`src/rtl/irq_route_pkg.sv`:
```
`timescale 1ns/1ps
package irq_route_pkg;

    localparam int DEF_DEV_SRCS  = 8;
    localparam int DEF_PCI_SRCS  = 4;
    localparam int DEF_ACPI_SRCS = 2;
    localparam int DEF_LINES     = 16;
    localparam int DEV_SEL_W     = 4;
    localparam int BYTE_SEL_W    = 8;
    localparam int CFG_DW        = 32;
    localparam int CFG_AW        = 6;
    localparam int CFG_LANES     = CFG_DW / 8;
    localparam int NUM_CFG_REGS  = 4;

    // dword indexes of the routing and control words
    localparam logic [CFG_AW-1:0] IDX_ACPI = 6'h19;
    localparam logic [CFG_AW-1:0] IDX_PCI  = 6'h1A;
    localparam logic [CFG_AW-1:0] IDX_DEV  = 6'h1B;
    localparam logic [CFG_AW-1:0] IDX_ROM  = 6'h20;

    typedef enum logic [1:0] {
        SLOT_ACPI = 2'd0,
        SLOT_PCI  = 2'd1,
        SLOT_DEV  = 2'd2,
        SLOT_ROM  = 2'd3
    } reg_slot_t;

    typedef struct packed {
        logic      valid;
        reg_slot_t slot;
    } reg_hit_t;

    typedef enum logic {
        ROM_LIVE = 1'b0,
        ROM_SHUT = 1'b1
    } rom_state_t;

    function automatic reg_hit_t decode_index(input logic [CFG_AW-1:0] idx);
        reg_hit_t h;
        h.valid = 1'b1;
        h.slot  = SLOT_ACPI;
        unique case (idx)
            IDX_ACPI: h.slot = SLOT_ACPI;
            IDX_PCI:  h.slot = SLOT_PCI;
            IDX_DEV:  h.slot = SLOT_DEV;
            IDX_ROM:  h.slot = SLOT_ROM;
            default:  h.valid = 1'b0;
        endcase
        return h;
    endfunction

endpackage

```
`src/rtl/irq_cfg_regs.sv`:
```
`timescale 1ns/1ps
module irq_cfg_regs
    import irq_route_pkg::*;
#(
    parameter int ACPI_W = DEF_ACPI_SRCS * BYTE_SEL_W,
    parameter int PCI_W  = DEF_PCI_SRCS * BYTE_SEL_W,
    parameter int DEV_W  = DEF_DEV_SRCS * DEV_SEL_W
) (
    input  logic              clk,
    input  logic              rst_n,
    input  logic              wr_en_i,
    input  logic              rd_en_i,
    input  logic [CFG_AW-1:0] idx_i,
    input  logic [CFG_DW-1:0] wdata_i,
    input  logic [CFG_LANES-1:0] be_i,
    output logic [CFG_DW-1:0] rdata_o,
    output logic [ACPI_W-1:0] acpi_sel_o,
    output logic [PCI_W-1:0]  pci_sel_o,
    output logic [DEV_W-1:0]  dev_sel_o
);

    logic [CFG_DW-1:0] regs_q [NUM_CFG_REGS];
    reg_hit_t          hit;

    assign hit = decode_index(idx_i);

    always_ff @(posedge clk or negedge rst_n) begin
        if (!rst_n) begin
            for (int r = 0; r < NUM_CFG_REGS; r++) begin
                regs_q[r] <= '0;
            end
        end else if (wr_en_i && hit.valid) begin
            for (int b = 0; b < CFG_LANES; b++) begin
                if (be_i[b]) begin
                    regs_q[hit.slot][8*b +: 8] <= wdata_i[8*b +: 8];
                end
            end
        end
    end

    always_ff @(posedge clk or negedge rst_n) begin
        if (!rst_n) begin
            rdata_o <= '0;
        end else if (rd_en_i) begin
            rdata_o <= hit.valid ? regs_q[hit.slot] : '0;
        end
    end

    assign acpi_sel_o = regs_q[SLOT_ACPI][ACPI_W-1:0];
    assign pci_sel_o  = regs_q[SLOT_PCI][PCI_W-1:0];
    assign dev_sel_o  = regs_q[SLOT_DEV][DEV_W-1:0];

    // a lane without its enable keeps its byte
    p_lane_hold_r9: assert property (@(posedge clk) disable iff (!rst_n)
        (wr_en_i && idx_i == IDX_DEV && !be_i[0]) |=> dev_sel_o[7:0] == $past(dev_sel_o[7:0]));

    // unmapped index reads as zero
    p_unmapped_zero_r10: assert property (@(posedge clk) disable iff (!rst_n)
        (rd_en_i && !hit.valid) |=> rdata_o == '0);

    // read of the on-chip routing word returns its stored value
    p_dev_readback_r10: assert property (@(posedge clk) disable iff (!rst_n)
        (rd_en_i && idx_i == IDX_DEV) |=> rdata_o == $past(dev_sel_o));

endmodule

```
`src/rtl/irq_rom_ctl.sv`:
```
`timescale 1ns/1ps
module irq_rom_ctl
    import irq_route_pkg::*;
(
    input  logic clk,
    input  logic rst_n,
    input  logic shut_req_i,
    output logic rom_en_o
);

    rom_state_t state_q, state_d;

    always_ff @(posedge clk or negedge rst_n) begin
        if (!rst_n) begin
            state_q <= ROM_LIVE;
        end else begin
            state_q <= state_d;
        end
    end

    always_comb begin
        state_d = state_q;
        unique case (state_q)
            ROM_LIVE: if (shut_req_i) state_d = ROM_SHUT;
            ROM_SHUT: state_d = ROM_SHUT;
        endcase
    end

    always_comb begin
        rom_en_o = 1'b0;
        unique case (state_q)
            ROM_LIVE: rom_en_o = 1'b1;
            ROM_SHUT: rom_en_o = 1'b0;
        endcase
    end

    // leaving reset the ROM is enabled
    p_rom_on_reset_r1: assert property (@(posedge clk)
        $rose(rst_n) |-> rom_en_o);

    // a shut-off write drops the enable after its edge
    p_rom_shut_r11: assert property (@(posedge clk) disable iff (!rst_n)
        shut_req_i |=> !rom_en_o);

    // once off, only reset re-enables
    p_rom_sticky_r11: assert property (@(posedge clk) disable iff (!rst_n)
        !rom_en_o |=> !rom_en_o);

endmodule

```
`src/rtl/irq_src_decode.sv`:
```
`timescale 1ns/1ps
module irq_src_decode #(
    parameter int SEL_W     = 4,
    parameter int NUM_LINES = 16
) (
    input  logic                 level_i,
    input  logic [SEL_W-1:0]     sel_i,
    output logic [NUM_LINES-1:0] hit_o
);

    // value 0 never matches (loop starts at 1); values >= NUM_LINES never match
    always_comb begin
        hit_o = '0;
        for (int i = 1; i < NUM_LINES; i++) begin
            if (level_i && (32'(sel_i) == i)) begin
                hit_o[i] = 1'b1;
            end
        end
    end

endmodule

```
`src/rtl/irq_route_bridge.sv`:
```
`timescale 1ns/1ps
module irq_route_bridge
    import irq_route_pkg::*;
#(
    parameter int NUM_DEV   = DEF_DEV_SRCS,
    parameter int NUM_PCI   = DEF_PCI_SRCS,
    parameter int NUM_ACPI  = DEF_ACPI_SRCS,
    parameter int NUM_LINES = DEF_LINES
) (
    input  logic                 clk,
    input  logic                 rst_n,
    input  logic                 cfg_wr_en,
    input  logic                 cfg_rd_en,
    input  logic [CFG_AW-1:0]    cfg_dw_addr,
    input  logic [CFG_DW-1:0]    cfg_wdata,
    input  logic [CFG_LANES-1:0] cfg_be,
    output logic [CFG_DW-1:0]    cfg_rdata,
    input  logic [NUM_DEV-1:0]   dev_req,
    input  logic [NUM_PCI-1:0]   pci_req,
    input  logic [NUM_ACPI-1:0]  acpi_req,
    output logic [NUM_LINES-1:0] pic_line,
    output logic                 boot_rom_en
);

    localparam int DEV_W  = NUM_DEV * DEV_SEL_W;
    localparam int PCI_W  = NUM_PCI * BYTE_SEL_W;
    localparam int ACPI_W = NUM_ACPI * BYTE_SEL_W;
    localparam int LINE_W = $clog2(NUM_LINES);

    logic [DEV_W-1:0]     dev_sel;
    logic [PCI_W-1:0]     pci_sel;
    logic [ACPI_W-1:0]    acpi_sel;
    logic                 rom_shut_req;
    logic [NUM_LINES-1:0] dev_hit  [NUM_DEV];
    logic [NUM_LINES-1:0] pci_hit  [NUM_PCI];
    logic [NUM_LINES-1:0] acpi_hit [NUM_ACPI];

    irq_cfg_regs #(
        .ACPI_W (ACPI_W),
        .PCI_W  (PCI_W),
        .DEV_W  (DEV_W)
    ) u_regs (
        .clk        (clk),
        .rst_n      (rst_n),
        .wr_en_i    (cfg_wr_en),
        .rd_en_i    (cfg_rd_en),
        .idx_i      (cfg_dw_addr),
        .wdata_i    (cfg_wdata),
        .be_i       (cfg_be),
        .rdata_o    (cfg_rdata),
        .acpi_sel_o (acpi_sel),
        .pci_sel_o  (pci_sel),
        .dev_sel_o  (dev_sel)
    );

    assign rom_shut_req = cfg_wr_en && (cfg_dw_addr == IDX_ROM) && cfg_be[0] && cfg_wdata[1];

    irq_rom_ctl u_rom (
        .clk        (clk),
        .rst_n      (rst_n),
        .shut_req_i (rom_shut_req),
        .rom_en_o   (boot_rom_en)
    );

    for (genvar n = 0; n < NUM_DEV; n++) begin : g_dev
        irq_src_decode #(.SEL_W(DEV_SEL_W), .NUM_LINES(NUM_LINES)) u_dec (
            .level_i (dev_req[n]),
            .sel_i   (dev_sel[DEV_SEL_W*n +: DEV_SEL_W]),
            .hit_o   (dev_hit[n])
        );

        // a zero field keeps the request off every line
        p_dev_zero_off_r3: assert property (@(posedge clk) disable iff (!rst_n)
            (dev_sel[DEV_SEL_W*n +: DEV_SEL_W] == '0) |-> (dev_hit[n] == '0));

        // a live request with a nonzero field reaches its line
        p_dev_reach_r2: assert property (@(posedge clk) disable iff (!rst_n)
            (dev_req[n] && dev_sel[DEV_SEL_W*n +: DEV_SEL_W] != '0)
            |-> pic_line[dev_sel[DEV_SEL_W*n +: LINE_W]]);
    end

    for (genvar n = 0; n < NUM_PCI; n++) begin : g_pci
        irq_src_decode #(.SEL_W(BYTE_SEL_W), .NUM_LINES(NUM_LINES)) u_dec (
            .level_i (pci_req[n]),
            .sel_i   (pci_sel[BYTE_SEL_W*n +: BYTE_SEL_W]),
            .hit_o   (pci_hit[n])
        );

        // out-of-range byte drives nothing
        p_pci_range_drop_r6: assert property (@(posedge clk) disable iff (!rst_n)
            (32'(pci_sel[BYTE_SEL_W*n +: BYTE_SEL_W]) >= NUM_LINES) |-> (pci_hit[n] == '0));

        // at most one line per shared PCI source
        p_pci_onehot_r4: assert property (@(posedge clk) disable iff (!rst_n)
            $onehot0(pci_hit[n]));
    end

    for (genvar k = 0; k < NUM_ACPI; k++) begin : g_acpi
        irq_src_decode #(.SEL_W(BYTE_SEL_W), .NUM_LINES(NUM_LINES)) u_dec (
            .level_i (acpi_req[k]),
            .sel_i   (acpi_sel[BYTE_SEL_W*k +: BYTE_SEL_W]),
            .hit_o   (acpi_hit[k])
        );

        // a zero byte disables the ACPI source
        p_acpi_zero_off_r5: assert property (@(posedge clk) disable iff (!rst_n)
            (acpi_sel[BYTE_SEL_W*k +: BYTE_SEL_W] == '0) |-> (acpi_hit[k] == '0));
    end

    always_comb begin
        pic_line = '0;
        for (int n = 0; n < NUM_DEV; n++)  pic_line |= dev_hit[n];
        for (int n = 0; n < NUM_PCI; n++)  pic_line |= pci_hit[n];
        for (int k = 0; k < NUM_ACPI; k++) pic_line |= acpi_hit[k];
    end

    // line 0 can never be selected
    p_line0_quiet_r3: assert property (@(posedge clk) disable iff (!rst_n)
        pic_line[0] == 1'b0);

    // with all sources low no line is driven
    p_idle_quiet_r7: assert property (@(posedge clk) disable iff (!rst_n)
        (dev_req == '0 && pci_req == '0 && acpi_req == '0) |-> (pic_line == '0));

endmodule

```
`config.mk`:
```
export PLATFORM = sky130hd
export DESIGN_NAME = irq_route_bridge
export DESIGN_NICKNAME = d
export VERILOG_FILES = /design/src/rtl/irq_route_pkg.sv /design/src/rtl/irq_cfg_regs.sv /design/src/rtl/irq_rom_ctl.sv /design/src/rtl/irq_src_decode.sv /design/src/rtl/irq_route_bridge.sv
export SDC_FILE = /design/constraint.sdc
export NUM_CORES = 1
export LEC_CHECK = 0
export ABC_AREA = 1
export BUFFER_PORTS_ARGS = -buffer_cell sky130_fd_sc_hd__buf_2
export CAP_MARGIN = 10
export CORE_UTILIZATION = 35
export DETAILED_ROUTE_END_ITERATION = 8
export GPL_ROUTABILITY_DRIVEN = 0
export GPL_TIMING_DRIVEN = 1
export SYNTH_ARGS = -nofsm -noshare
export SYNTH_HDL_FRONTEND = slang
export SYNTH_SLANG_ARGS = --single-unit
export TNS_END_PERCENT = 5
```
`constraint.sdc`:
```
create_clock -name clk -period 1.7 [get_ports clk]
set_input_delay 0.17 -clock clk [delete_from_list [all_inputs] [get_ports clk]]
set_output_delay 0.17 -clock clk [all_outputs]
set_load 0.02 [all_outputs]
```
==> metrics.md, run 1 <==
| Metric | Value |
|---|---|
| CTS tree | `built` |
| Final Hold Vio Count | `0` |
| Crit-path max FO | `6` |
| GR Util met3 | `0.0394` |
| Final wirelength | `35.8 mm` |
| Worst-Skew Late Latency | `0.44 ns` |
| Switching part of the total | `0.299` |
| Avg Cell Area, Syn | `approximately 6.4 µm²` |
| Detailed placer's ending HPWL | `roughly 26 mm` |
| CTS max path bufs | `2` |
| Highest-count cells in the layout ignoring fill and taps | `489 x nand2_1, 198 x nor2_1, 128 x dfrtp_1, 125 x nand3_1, 123 x inv_1` |
| RSZ-0062 raised after global routing | `true` |
| Worst Skew | `approximately 0.014 ns` |
| Commonest non-fill, non-tap cell in the layout | `nand2_1` |
| Final setup margin | `-0.308 ns` |
| Synth cell types | `27` |
| Placement Rows | `60` |
| P_int | `7.06 mW` |
| CP startpoint kind | `flop` |
| I/O Buffers | `between 100 and 150` |
| CP max stage cell | `dfrtp_2` |
| CTS Sinks | `roughly 160` |
| GRT busiest layer | `met2` |
| Sequential Power Share | `0.425` |
| Leak | `around 6.8 nW` |
| Critical Path Max Stage Delay | `0.47 ns` |
| Outcome | `finished, violations left` |
| Antenna violations before repair | `1` |
| WS Path Type | `flop to output pin` |
| Final min period | `between 2 and 2.5 ns` |
| Hold Path Sink | `u_regs.pci_sel_o[27]$_DFFE_PN0P_` |
| Met2 usage | `0.404` |
| Combinational Power Share | `0.154` |
| Die Height | `about 170 µm` |
| Max-cap viol count | `0` |
| Largest net degree at the start of global routing | `48` |
| Fin area | `roughly 0.013 mm²` |
| Via density per instance | `5.09` |
| Vias in the first global route | `slightly above 10k` |
| Hold path startpoint | `cfg_wdata[27]` |
| Final setup vio count | `15` |
| Die footprint | `0.0287 mm²` |
| Place WS | `-0.0174 ns` |
| H-tree Lvls | `4` |
| Seq/Total Area, Yosys | `0.411` |
| Hold WS | `0.0444 ns` |
| Crit path required time | `1.53 ns` |
| Core area | `0.0272 mm²` |
| PwrDens | `roughly 760 mW/mm²` |
| R2R Setup Slk | `0.35 ns` |
| RR Endpoint | `u_regs.rdata_o[6]$_DFFE_PN0P_` |
| Avg WL per Cell | `roughly 17 µm` |
| Failing checks | `negative setup slack` |
| Min-Delay Path Class | `input pin to flop` |
| Maximum vdd drop | `slightly below 0.5 mV` |
| Num CTS Buffers | `17` |
| Critical Path Sink Type | `output pin` |
| Cells after Synth | `1519` |
| Ports | `between 100 and 150` |
| FF-to-FF Start | `u_regs.dev_sel_o[6]$_DFFE_PN0P_` |
| Final period utilization | `1.18` |
| Mapped Area | `slightly below 0.01 mm²` |
| Global-route wire length before repair | `55.3 mm` |
| Layout Nets | `about 1.8k` |
| Post-Route Utilization | `0.486` |
| Slew Viols, Final | `0` |
| ANT nets after route | `0` |
| Syn-to-layout area delta | `34.9%` |
| Peak Freq | `~0.5 GHz` |
| Pre-antenna DRT Iters | `6` |
| Net switching power figure | `between 3 and 4 mW` |
| Crit path DAT | `~1.8 ns` |
| Hold path depth | `3` |
| Total grt overflow | `0` |
| Mapped Nets | `1579` |
| DRC | `0` |
| M1 GR Usage | `0.347` |
| Clk root buf | `clkbuf_16` |
| Setup Total Neg Slack | `-3.86 ns` |
| Routed via count | `about 11k` |
| Clock power frac | `0.420` |
| DP Area | `roughly 0.011 mm²` |
| DRT iter0 DRCs | `1179` |
| Initial Util | `0.360` |
| Tot GR Track Use | `0.252` |
| Cell depth of the worst flop-to-flop path | `6` |
| Synth warnings | `0` |
| Crit-path cells | `nand2_2 > inv_2 > nand2_2 > nor2_2 > nor2_1 > nand2_1 > nor2_2 > nand3_2 > buf_6` |
| Die X | `approximately 170 µm` |
| Yosys reg bits | `about 160` |
| Fraction of layout cells with a size suffix above 1 | `0.252` |
| Clk slew on worst S/H paths | `0.07 ns` |
[flip-flops by register name, summed over array words and instances, names as in the netlist]
register,flops
u_regs.acpi_sel_o,16
u_regs.dev_sel_o,32
u_regs.pci_sel_o,32
u_regs.rdata_o,32
u_regs.regs_q,48
u_rom.state_q,1
[routing by layer]
metal  vias up  wire length (µm)
met5         -                 0
met3        60              2360
met2       408             16300
li1       5326                 -
met4         0               841
met1      5026             16300
[stage by stage]
stage	std cells	power [mW]
2_1_floorplan	1519	5.04
3_3_place_gp	2030	5.66
3_5_place_dp	2030	5.68
4_1_cts	2117	10.0
5_1_grt	2125	10.5
6_report	2127	10.1
[power by group through the flow]
stage | logic [mW] | registers [mW] | clock network, mW
after floorplan | 0.729 | 4.31 | 0
after global placement | 1.33 | 4.33 | 0
after detailed placement | 1.35 | 4.33 | 0
after CTS | 1.50 | 4.27 | 4.26
after global routing | 1.73 | 4.31 | 4.44
final | 1.55 | 4.28 | 4.23
[logic make-up (layout without fill, tap and decap cells)]
group           after synthesis  count (layout)  synth area share
buf+inv                     194             428            0.0759
simple gates               1014            1014             0.436
compound gates              149             149            0.0763
other cells                   1               3          0.000383
flops                       161             161             0.411
[worst max-delay path, delay by kind of cell (launching register included)]
kind / cells / cell delay (ns)
flops: 1 / 0.47
simple gates: 7 / 0.74
buf+inv: 2 / 0.21
[cells in the mapped netlist, drive strengths merged]
| cell type | n | area share |
|---|---|---|
| nand2 | 508 | 0.19 |
| nor2 | 249 | 0.097 |
| nand3 | 171 | 0.090 |
| dfrtp | 161 | 0.41 |
| o21ai | 141 | 0.072 |
| inv | 137 | 0.053 |
| nand4 | 64 | 0.042 |
| clkbuf | 50 | 0.019 |
| nor3 | 15 | 0.0077 |
| a21oi | 7 | 0.0036 |
| buf | 7 | 0.0042 |
| or2 | 3 | 0.0019 |
| nand3b | 2 | 0.0015 |
| and2 | 1 | 0.00064 |
| conb | 1 | 0.00038 |
| nor3b | 1 | 0.00077 |
| o22ai | 1 | 0.00064 |
[what timing repair did]
action / CTS / global route
gates cloned: 2 / 0
hold buffers: 25 / 0
pin swaps: 57 / 29
gates resized for setup: 163 / 54
buffers inserted: 28 / 8
endpoints found under the setup margin: 15 / 15
hold endpoints to repair: 63 / 0
[final cells by class]
cell class | instances | area, µm²
Antenna cell | 2 | 5.00
Multi-Input combinational cell | 1164 | 5520
Tap cell | 372 | 465
Clock inverter | 15 | 201
Clock buffer | 17 | 425
Timing Repair Buffer | 259 | 2020
Sequential cell | 161 | 4070
Fill cell | 2790 | 14000
Inverter | 137 | 514
[worst max path at each step]
stage	from	end	slack, ns	cells after the start
after global routing	u_regs.dev_sel_o[21]$_DFFE_PN0P_	pic_line[7]	-0.37	9
after global placement	cfg_dw_addr[2]	u_regs.rdata_o[6]$_DFFE_PN0P_	-0.02	9
after CTS	u_regs.pci_sel_o[14]$_DFFE_PN0P_	pic_line[1]	-0.26	9
after floorplan	u_regs.pci_sel_o[21]$_DFFE_PN0P_	pic_line[2]	0.14	8
final	u_regs.dev_sel_o[21]$_DFFE_PN0P_	pic_line[7]	-0.31	9
after detailed placement	cfg_dw_addr[2]	u_regs.rdata_o[6]$_DFFE_PN0P_	-0.02	9
Power figures use the tool's default switching activity.
==> inputs of run 2 (changes only) <==
CORE_UTILIZATION = 38   (was 35)
CTS_BUF_LIST = sky130_fd_sc_hd__clkbuf_4   (was default)
==> run 2 against run 1 <==
The flow still finishes with violations (negative setup slack). Global-route usage increased by 1.9 points. Power fell by 20%. Register-to-register slack got worse by 0.03 ns. Clock power down 49%. Worst hold slack improved by 0.0054 ns. Cell count shrank 1.0%.
==> metrics.md, run 2 (synthesized netlist as in run 1, its figures left out) <==
| Metric | Value |
|---|---|
| PwrDens | `615 mW/mm²` |
| Final min period | `roughly 2.1 ns` |
| Worst Skew | `0.0215 ns` |
| Hold WS | `0.0498 ns` |
| Sequential Power Share | `0.531` |
| Largest net degree at the start of global routing | `45` |
| Core area | `0.0253 mm²` |
| Critical Path Sink Type | `output pin` |
| Max-cap viol count | `0` |
| FF-to-FF Start | `u_regs.pci_sel_o[7]$_DFFE_PN0P_` |
| Final wirelength | `35.9 mm` |
| RR Endpoint | `u_regs.rdata_o[7]$_DFFE_PN0P_` |
| Die Height | `approximately 160 µm` |
| Slew Viols, Final | `0` |
| Syn-to-layout area delta | `33.6%` |
| CTS max path bufs | `2` |
| Placement Rows | `58` |
| Total grt overflow | `0` |
| Commonest non-fill, non-tap cell in the layout | `nand2_1` |
| ANT nets after route | `0` |
| DRT iter0 DRCs | `between 1k and 1.5k` |
| Leak | `a little under 7 nW` |
| Clock power frac | `0.265` |
| Pre-antenna DRT Iters | `5` |
| Slew @ Worst Pin | `0.659 ns` |
| P_int | `5.33 mW` |
| Failing checks | `negative setup slack` |
| Die footprint | `around 0.026 mm²` |
| Vias in the first global route | `slightly above 10k` |
| Fill count | `about 2.6k` |
| Peak Freq | `around 0.47 GHz` |
| Layout Nets | `roughly 1.8k` |
| Worst-Skew Late Latency | `about 0.60 ns` |
| Avg WL per Cell | `about 17 µm` |
| Max reg flops | `48` |
| Initial Util | `0.388` |
| I/O Buffers | `107` |
| H-tree Lvls | `4` |
| Die X | `roughly 160 µm` |
| Antenna violations before repair | `1` |
| Final period utilization | `1.26` |
| CP startpoint kind | `flop` |
| Largest Register | `u_regs.regs_q` |
| Final setup margin | `-0.441 ns` |
| Outcome | `finished, violations left` |
| Net switching power figure | `~2.7 mW` |
| DRC | `0` |
| Cell depth of the worst flop-to-flop path | `5` |
| Clk root buf | `clkbuf_4` |
| Highest-count cells in the layout ignoring fill and taps | `480 x nand2_1, 176 x nor2_1, 127 x dfrtp_1, 124 x nand3_1, 123 x inv_1` |
| Tot GR Track Use | `0.271` |
| Crit path required time | `~1.5 ns` |
| Combinational Power Share | `0.203` |
| WS Path Type | `flop to output pin` |
| Final Hold Vio Count | `0` |
| Switching part of the total | `0.338` |
| Final setup vio count | `15` |
| Routed via count | `11.0k` |
| Global-route wire length before repair | `roughly 55 mm` |
| Min-Delay Path Class | `input pin to asynchronous set/reset pin` |
| CTS Sinks | `around 160` |
| R2R Setup Slk | `roughly 0.32 ns` |
| Crit-path max FO | `4` |
| Crit path DAT | `about 2.0 ns` |
| CTS tree | `built` |
| Detailed placer's ending HPWL | `around 26 mm` |
| Maximum vdd drop | `0.335 mV` |
| RSZ-0062 raised after global routing | `true` |
| Via density per instance | `5.24` |
| Fraction of layout cells with a size suffix above 1 | `0.275` |
| Setup Total Neg Slack | `-6.23 ns` |
| Ports | `between 100 and 150` |
| Slew headroom | `0.556` |
| Clk slew on worst S/H paths | `~0.15 ns` |
| Num CTS Buffers | `17` |
run 2: cell count changes in the layout (fill, tap and decap cells not counted), moves of 5 or more:
cell and delta:
clkbuf_4 +17, buf_6 +5, dlygate4sd3_1 +11, nand2_2 +7, nand2_1 -9, nor2_2 +21
nor2_1 -22, clkbuf_16 -16
run 2: worst max-delay path by stage:
stage                                     startpoint                             to  slack [ns]  cells past startpoint
finish               u_regs.dev_sel_o[8]$_DFFE_PN0P_                    pic_line[7]       -0.44                      8
global route        u_regs.pci_sel_o[23]$_DFFE_PN0P_                    pic_line[6]       -0.52                      8
CTS                  u_regs.dev_sel_o[0]$_DFFE_PN0P_                    pic_line[3]       -0.46                      8
detailed placement                    cfg_dw_addr[2]  u_regs.rdata_o[7]$_DFFE_PN0P_       -0.16                      8
global placement                      cfg_dw_addr[2]  u_regs.rdata_o[7]$_DFFE_PN0P_       -0.16                      8
floorplan           u_regs.pci_sel_o[21]$_DFFE_PN0P_                    pic_line[2]        0.14                      8
run 2: metrics by stage:
step | utilization | cell area (µm²) | total power [mW] | std cells | worst slack (ns)
after floorplan | - | 9790 | 5.04 | 1519 | 0.138
after detailed placement | 0.449 | 11300 | 5.67 | 1988 | -0.163
after CTS | 0.495 | 12500 | 7.98 | 2087 | -0.465
after global routing | 0.518 | 13100 | 8.48 | 2105 | -0.525
final | 0.518 | 13100 | 8.05 | 2105 | -0.441
after global placement | 0.449 | 11300 | 5.65 | 1988 | -0.163
run 2: final cells by class:
type                       count  area [µm²]  share of cell area
antenna                        1        2.50            0.000191
clock buffer                  17         128             0.00975
clock inverter                15         108             0.00822
inverter                     137         514              0.0393
multi-input combinational   1164        5630               0.430
sequential                   161        4070               0.311
tap                          330         413              0.0315
timing repair buffer         280        2220               0.170
run 2: critical path: stages (launching register included):
cell	delay (ns)
dfrtp_2	0.47
buf_4	0.16
nand2_2	0.10
nor2_1	0.06
nor2_1	0.11
nand2_1	0.08
nor2_2	0.13
nand3_2	0.13
buf_6	0.15
run 2: power groups by stage:
stage	Combinational [mW]	Clock, mW	Sequential [mW]
2_1_floorplan	0.729	0	4.31
3_3_place_gp	1.33	0	4.32
3_5_place_dp	1.34	0	4.33
4_1_cts	1.52	2.19	4.26
5_1_grt	1.82	2.34	4.32
6_report	1.64	2.14	4.28
run 2: per-layer routing:
| layer | global-route usage | wire (µm) | vias up |
|---|---|---|---|
| met2 | 0.423 | 16300 | 428 |
| met3 | 0.0413 | 2410 | 82 |
| met4 | 0.122 | 1510 | 0 |
| met5 | 0 | 0 | - |
| met1 | 0.372 | 15600 | 5139 |
| li1 | - | - | 5381 |
run 2: repair_timing:
item | 4_1_cts | 5_1_grt
gates resized for setup | 119 | 145
hold buffers | 36 | 0
pin swaps | 22 | 48
cloned | 2 | 1
endpoints found under the hold margin | 294 | 0
endpoints found under the setup margin | 15 | 15
buffers inserted | 29 | 17
